**src/rtl/cnt_pkg.sv**
```systemverilog
package cnt_pkg;

    localparam int unsigned CNT_W  = 32;
    localparam int unsigned HALF_W = CNT_W / 2;
    localparam int unsigned WIDE_W = CNT_W + 1;

    typedef enum logic [1:0] {
        RNG_S32 = 2'd0,
        RNG_U32 = 2'd1,
        RNG_S16 = 2'd2,
        RNG_U16 = 2'd3
    } range_e;

    typedef enum logic [2:0] {
        REL_EQ = 3'd0,
        REL_GT = 3'd1,
        REL_LT = 3'd2,
        REL_GE = 3'd3,
        REL_LE = 3'd4,
        REL_NE = 3'd5
    } rel_e;

    typedef logic signed [WIDE_W-1:0] wide_t;

    typedef struct packed {
        logic [CNT_W-1:0] cnt;
        logic             ovf;
        logic             udf;
    } cnt_state_t;

    // Interpret a stored pattern in the selected range as a wide signed value.
    function automatic wide_t to_wide(input logic [CNT_W-1:0] v, input range_e r);
        wide_t w;
        case (r)
            RNG_S32: w = wide_t'({v[CNT_W-1], v});
            RNG_U32: w = wide_t'({1'b0, v});
            RNG_S16: w = wide_t'({{(WIDE_W-HALF_W){v[HALF_W-1]}}, v[HALF_W-1:0]});
            default: w = wide_t'({{(WIDE_W-HALF_W){1'b0}}, v[HALF_W-1:0]});
        endcase
        return w;
    endfunction

    function automatic wide_t range_hi(input range_e r);
        wide_t w;
        case (r)
            RNG_S32: w = wide_t'({2'b00, {(CNT_W-1){1'b1}}});
            RNG_U32: w = wide_t'({1'b0, {CNT_W{1'b1}}});
            RNG_S16: w = wide_t'({{(WIDE_W-HALF_W+1){1'b0}}, {(HALF_W-1){1'b1}}});
            default: w = wide_t'({{(WIDE_W-HALF_W){1'b0}}, {HALF_W{1'b1}}});
        endcase
        return w;
    endfunction

    function automatic wide_t range_lo(input range_e r);
        wide_t w;
        case (r)
            RNG_S32: w = wide_t'({2'b11, {(CNT_W-1){1'b0}}});
            RNG_S16: w = wide_t'({{(WIDE_W-HALF_W+1){1'b1}}, {(HALF_W-1){1'b0}}});
            default: w = '0;
        endcase
        return w;
    endfunction

    // Timebase period in picoseconds for each internal source code.
    function automatic int unsigned src_period_ps(input logic [2:0] code);
        int unsigned p;
        case (code)
            3'd1:    p = 32'd25_000;
            3'd2:    p = 32'd50_000;
            3'd3:    p = 32'd100_000;
            3'd4:    p = 32'd1_000_000;
            3'd5:    p = 32'd10_000_000;
            3'd6:    p = 32'd100_000_000;
            default: p = 32'd1_000_000_000;
        endcase
        return p;
    endfunction

    function automatic int unsigned src_div(input logic [2:0] code, input int unsigned clk_ps);
        int unsigned d;
        d = src_period_ps(code) / clk_ps;
        return (d == 0) ? 32'd1 : d;
    endfunction

endpackage

```
**src/rtl/cnt_timebase.sv**
```systemverilog
module cnt_timebase
    import cnt_pkg::*;
#(
    parameter int unsigned CLK_PS = 5000,
    parameter int unsigned DIV_W  = 32
) (
    input  logic       clk,
    input  logic       rst,
    input  logic [2:0] src,
    output logic       tick
);
    logic [2:0]       src_q;
    logic [DIV_W-1:0] div_cnt;
    logic [DIV_W-1:0] div_lim;

    always_comb begin
        div_lim = DIV_W'(src_div(src, CLK_PS) - 1);
    end

    assign tick = (src == src_q) && (src != 3'd0) && (div_cnt == div_lim);

    always_ff @(posedge clk) begin
        if (rst) begin
            src_q   <= 3'd0;
            div_cnt <= '0;
        end else begin
            src_q <= src;
            if (src != src_q || div_cnt == div_lim)
                div_cnt <= '0;
            else
                div_cnt <= div_cnt + 1'b1;
        end
    end
endmodule

```
**src/rtl/cnt_core.sv**
```systemverilog
module cnt_core
    import cnt_pkg::*;
(
    input  logic             clk,
    input  logic             rst,
    input  logic             step,
    input  logic             up,
    input  range_e           rng,
    input  logic             ring,
    input  logic             preset,
    input  logic [CNT_W-1:0] preset_val,
    input  logic             latch,
    output cnt_state_t       state,
    output logic [CNT_W-1:0] latched
);
    cnt_state_t st_q, st_d;
    logic [CNT_W-1:0] lat_q;
    wide_t cur_w, hi_w, lo_w, nxt_w, pre_w;

    always_comb begin
        cur_w = to_wide(st_q.cnt, rng);
        hi_w  = range_hi(rng);
        lo_w  = range_lo(rng);
        pre_w = to_wide(preset_val, rng);
        nxt_w = cur_w;
        st_d  = st_q;
        if (preset) begin
            st_d.cnt = pre_w[CNT_W-1:0];
            st_d.ovf = 1'b0;
            st_d.udf = 1'b0;
        end else if (step) begin
            if (up) begin
                if (cur_w == hi_w) begin
                    if (ring) nxt_w = lo_w;
                    else      st_d.ovf = 1'b1;
                end else begin
                    nxt_w = cur_w + wide_t'(1);
                end
            end else begin
                if (cur_w == lo_w) begin
                    if (ring) nxt_w = hi_w;
                    else      st_d.udf = 1'b1;
                end else begin
                    nxt_w = cur_w - wide_t'(1);
                end
            end
            st_d.cnt = nxt_w[CNT_W-1:0];
        end
    end

    always_ff @(posedge clk) begin
        if (rst) begin
            st_q  <= '0;
            lat_q <= '0;
        end else begin
            st_q <= st_d;
            if (latch) lat_q <= st_q.cnt;
        end
    end

    assign state   = st_q;
    assign latched = lat_q;
endmodule

```
**src/rtl/cnt_compare.sv**
```systemverilog
module cnt_compare
    import cnt_pkg::*;
(
    input  logic [CNT_W-1:0] a,
    input  logic [CNT_W-1:0] b,
    input  range_e           rng,
    input  logic [2:0]       rel,
    output logic             match
);
    wide_t aw, bw;

    always_comb begin
        aw = to_wide(a, rng);
        bw = to_wide(b, rng);
        case (rel)
            REL_EQ:  match = (aw == bw);
            REL_GT:  match = (aw >  bw);
            REL_LT:  match = (aw <  bw);
            REL_GE:  match = (aw >= bw);
            REL_LE:  match = (aw <= bw);
            REL_NE:  match = (aw != bw);
            default: match = 1'b0;
        endcase
    end
endmodule

```
**src/rtl/multi_counter.sv**
```systemverilog
module multi_counter
    import cnt_pkg::*;
#(
    parameter int unsigned CLK_PS = 5000
) (
    input  logic        clk,
    input  logic        rst,
    input  logic        count_en,
    input  logic        pulse_in,
    input  logic        up_dn,
    input  logic [2:0]  clk_src,
    input  logic [1:0]  range_sel,
    input  logic        ring_mode,
    input  logic        preset_stb,
    input  logic [31:0] preset_val,
    input  logic        latch_stb,
    input  logic [31:0] cmp_val,
    input  logic [2:0]  cmp_rel,
    output logic [31:0] count_val,
    output logic [31:0] latch_val,
    output logic        ovf_flag,
    output logic        udf_flag,
    output logic        cmp_match
);
    range_e     rng;
    logic       tb_tick;
    logic       step;
    cnt_state_t state;

    assign rng  = range_e'(range_sel);
    assign step = count_en && ((clk_src == 3'd0) ? pulse_in : tb_tick);

    cnt_timebase #(.CLK_PS(CLK_PS)) u_tb (
        .clk  (clk),
        .rst  (rst),
        .src  (clk_src),
        .tick (tb_tick)
    );

    cnt_core u_core (
        .clk        (clk),
        .rst        (rst),
        .step       (step),
        .up         (up_dn),
        .rng        (rng),
        .ring       (ring_mode),
        .preset     (preset_stb),
        .preset_val (preset_val),
        .latch      (latch_stb),
        .state      (state),
        .latched    (latch_val)
    );

    cnt_compare u_cmp (
        .a     (state.cnt),
        .b     (cmp_val),
        .rng   (rng),
        .rel   (cmp_rel),
        .match (cmp_match)
    );

    assign count_val = state.cnt;
    assign ovf_flag  = state.ovf;
    assign udf_flag  = state.udf;
endmodule

```
**config.mk**
```make
export PLATFORM = sky130hd
export DESIGN_NAME = multi_counter
export DESIGN_NICKNAME = d
export VERILOG_FILES = /design/src/rtl/cnt_pkg.sv /design/src/rtl/cnt_timebase.sv /design/src/rtl/cnt_core.sv /design/src/rtl/cnt_compare.sv /design/src/rtl/multi_counter.sv
export SDC_FILE = /design/constraint.sdc
export NUM_CORES = 1
export LEC_CHECK = 0
export BUFFER_PORTS_ARGS = -buffer_cell sky130_fd_sc_hd__buf_2
export CORE_ASPECT_RATIO = 1.5
export CORE_MARGIN = 5
export CORE_UTILIZATION = 45
export CTS_CLUSTER_DIAMETER = 200
export DETAILED_ROUTE_END_ITERATION = 8
export GPL_ROUTABILITY_DRIVEN = 0
export SLEW_MARGIN = 5
export SYNTH_ARGS = -nofsm -noshare
export SYNTH_HDL_FRONTEND = slang
export SYNTH_SLANG_ARGS = --single-unit
```
**constraint.sdc**
```tcl
create_clock -name clk -period 19.2 [get_ports clk]
set_input_delay 0.96 -clock clk [delete_from_list [all_inputs] [get_ports clk]]
set_output_delay 0.96 -clock clk [all_outputs]
set_load 0.02 [all_outputs]
```
==> flow_summary.json <==
{
  "ioPinCount": 147,
  "fraction_of_registers_with_async_set_or_reset_after_synthesis": 0,
  "route.detailed.vias_per_inst": 6.39,
  "post-route-min-period_ns": 17.64,
  "r2r-start": "u_core.state[4]",
  "vias_in_the_first_global_route": 13596,
  "crit_start": "clk_src[1]",
  "register_to_register_path_depth": 17,
  "worstPathRequired_ns": 19.45,
  "synth_edf_count": 0,
  "worstSetupEndpoint": "u_core.state[10]",
  "worst_slew_pin_slew_ns": 1.08,
  "cts_buffers": 9,
  "htree_num_levels": 3,
  "timing_worst_setup_path_type": "primary input to flop",
  "final.hold.worst_slack_ns": 0.494,
  "synth.yosys.warnings": 0,
  "worst_setup_path_end_kind": "flop",
  "clock-skew-final_ns": 0.0104,
  "synth_cells": 1763,
  "post_detailed_route_drc_marker_count": 0,
  "drt-pass1-iter-count": 5,
  "design.final.nets": 1964,
  "hold_path.class": "flop to flop",
  "mappedNetlistNets": 1893,
  "timing.final.crit_share": 0.919,
  "worst_path_arrival_time_ns": 17.90,
  "report.final.setup_viol": 0,
  "maxClockFrequency_ghz": 0.0567,
  "grt_first_pass_wirelength_um": 70900,
  "post_cts_hold_buffers": 0,
  "worstSetupStartpointType": "primary input",
  "core_area_um2": 27200,
  "finalHoldViolCount": 0,
  "largest_stage_delay_on_the_critical_path_ns": 0.69,
  "synth_seq_cells": 101,
  "worst_path_most_repeated_cell": "ha_1",
  "wl_um": 44900,
  "timing.reg2reg.setup_slack_ns": 13.27,
  "floorplan.initialDensity": 0.457,
  "cts.path.max_buffers": 2,
  "placementRows": 74,
  "remaining_overflow_grt": 0,
  "clock_transition_at_the_registers_of_the_reported_paths_ns": 0.08,
  "worstSkewPairLatency_ns": 0.37,
  "r2r-end": "u_core.state[33]",
  "syn-cell-area_um2": 12400,
  "via_count": 13952,
  "max_fanout_on_critical_path": 33,
  "clockRootBuffer": "clkbuf_16",
  "maxCapViolCount": 0,
  "detailedRoute.firstIterationViolations": 1233,
  "global_route_usage_over_all_layers": 0.275,
  "cts_tree": "built",
  "cts.sinks": 101,
  "dp.final_hpwl_um": 34800,
  "drt.antenna.violating_nets": 0,
  "detail_route.wl_per_cell_um": 20.6,
  "postSynthAreaPerCell_um2": 7.05,
  "cp_num_buf_inv": 5,
  "timing.critical_path.max_delay_family": "compound AO/OA/AOI/OAI gates",
  "dieHeight_um": 214,
  "final.fill_count": 2838,
  "grt_antenna_before_repair": 2,
  "crit_slowest_cell": "nor2_1",
  "die_w_um": 146,
  "drv_slew": 0,
  "path_depth": 63,
  "area_of_the_die_um2": 31100,
  "ys_types": 116,
  "final_layout_size_suffix_gt1_frac": 0.136,
  "synth_ff_type": "dfxtp_1",
  "setup_repair_after_global_routing_missed_its_margin": "false",
  "outcome": "completed",
  "tns_ns": 0,
  "pin_count_of_the_biggest_net_entering_global_routing": 56,
  "port_buffers": 146,
  "max-slew-margin-rel": 0.278,
  "share_of_synthesized_area_occupied_by_flip_flops_and_latches": 0.163,
  "layout-area-overhead-vs-synth_pct": 9.27
}
## layout by cell type, fill, tap and decap left out, drive strengths merged, types with 48 or more instances in the layout
master,instances
a21oi,109
buf,158
dfxtp,101
ha,50
inv,50
mux2i,70
nand2,198
nand3,58
nor2,237
nor3,71
o21ai,113
xnor2,70
xor2,48
## how the worst min path moves through the flow
| stage | start | to | slack (ns) | cells after the start |
|---|---|---|---|---|
| 3_3_place_gp | u_core.state[0] | u_core.state[0] | 0.47 | 1 |
| 2_1_floorplan | u_tb.div_cnt[0] | u_tb.div_cnt[0] | 0.45 | 1 |
| 6_report | u_core.latched[0] | u_core.latched[0] | 0.49 | 2 |
| 5_1_grt | u_core.latched[24] | u_core.latched[24] | 0.52 | 2 |
| 3_5_place_dp | u_core.state[0] | u_core.state[0] | 0.47 | 1 |
| 4_1_cts | u_core.state[1] | u_core.state[1] | 0.50 | 1 |
## logic make-up (layout without fill, tap and decap cells)
group | after synthesis | in the layout | share of synthesized area
AOI/OAI and AO/OA | 493 | 493 | 0.283
xor gates and xnor gates | 120 | 120 | 0.0880
DFF | 101 | 101 | 0.163
and+or+nand+nor | 770 | 770 | 0.299
muxes | 79 | 79 | 0.0660
buffers and inverters | 149 | 225 | 0.0502
other | 0 | 2 | 0
adders and majority gates | 51 | 51 | 0.0511
## metal layers
layer | share of wire | global-route usage | vias to the layer above
li1 | - | - | 6631
met3 | 0.050 | 0.0317 | 168
met1 | 0.37 | 0.298 | 6595
met5 | 0 | 0 | -
met2 | 0.51 | 0.510 | 558
met4 | 0.065 | 0.169 | 0
## cell type report
type                    count  area [um^2]  share of cell area
multi-input cells        1513         9810               0.722
clock inverters             7         90.1             0.00663
inverters                  51          191              0.0141
flip-flops and latches    101         2020               0.149
well taps                 342          428              0.0315
clock buffers               9          225              0.0166
diodes                      2         5.00            0.000368
repair buffers            158          821              0.0604
## cells in the mapped netlist, drive strengths merged, types with 20 or more instances
cell type	n	area, um^2
o21a	20	150
nand2	198	746
a21oi	109	572
o31ai	23	196
mux2i	70	716
ha	50	626
clkbuf	71	267
dfxtp	101	2020
o21ai	113	577
nor4	26	184
nand4	28	175
xnor2	70	621
a221oi	23	226
nand3	58	290
and3	30	188
a31oi	23	180
nor3	71	382
nor2	237	900
inv	48	180
o211ai	25	198
xor2	48	428
buf	27	166
## state kept, by name, summed over array words and instances, names as in the netlist
register        count
u_tb.div_cnt       32
u_core.latched     32
u_core.state       34
u_tb.src_q          3
## stage by stage
stage	worst slack, ns	cell area (um^2)	std cells	util
finish	1.56	13600	2183	0.499
detailed placement	1.25	13300	2165	0.487
CTS	1.57	13600	2181	0.499
floorplan	4.38	12400	1763	-
global route	0.218	13600	2183	0.499
global placement	1.68	13300	2165	0.487
## tightest hold or removal path: stages (launching register included)
cell	delay, ns
dfxtp_1	0.33
mux2i_1	0.06
nor2_1	0.07
## repair_timing
| item | CTS | global route |
|---|---|---|
| buffers inserted | 0 | 0 |
| resized for setup | 0 | 1 |
| setup endpoints to repair | 0 | 7 |
Power is not shown: default switching activity piles up to over one toggle a cycle in this logic, so the estimate is an artifact.
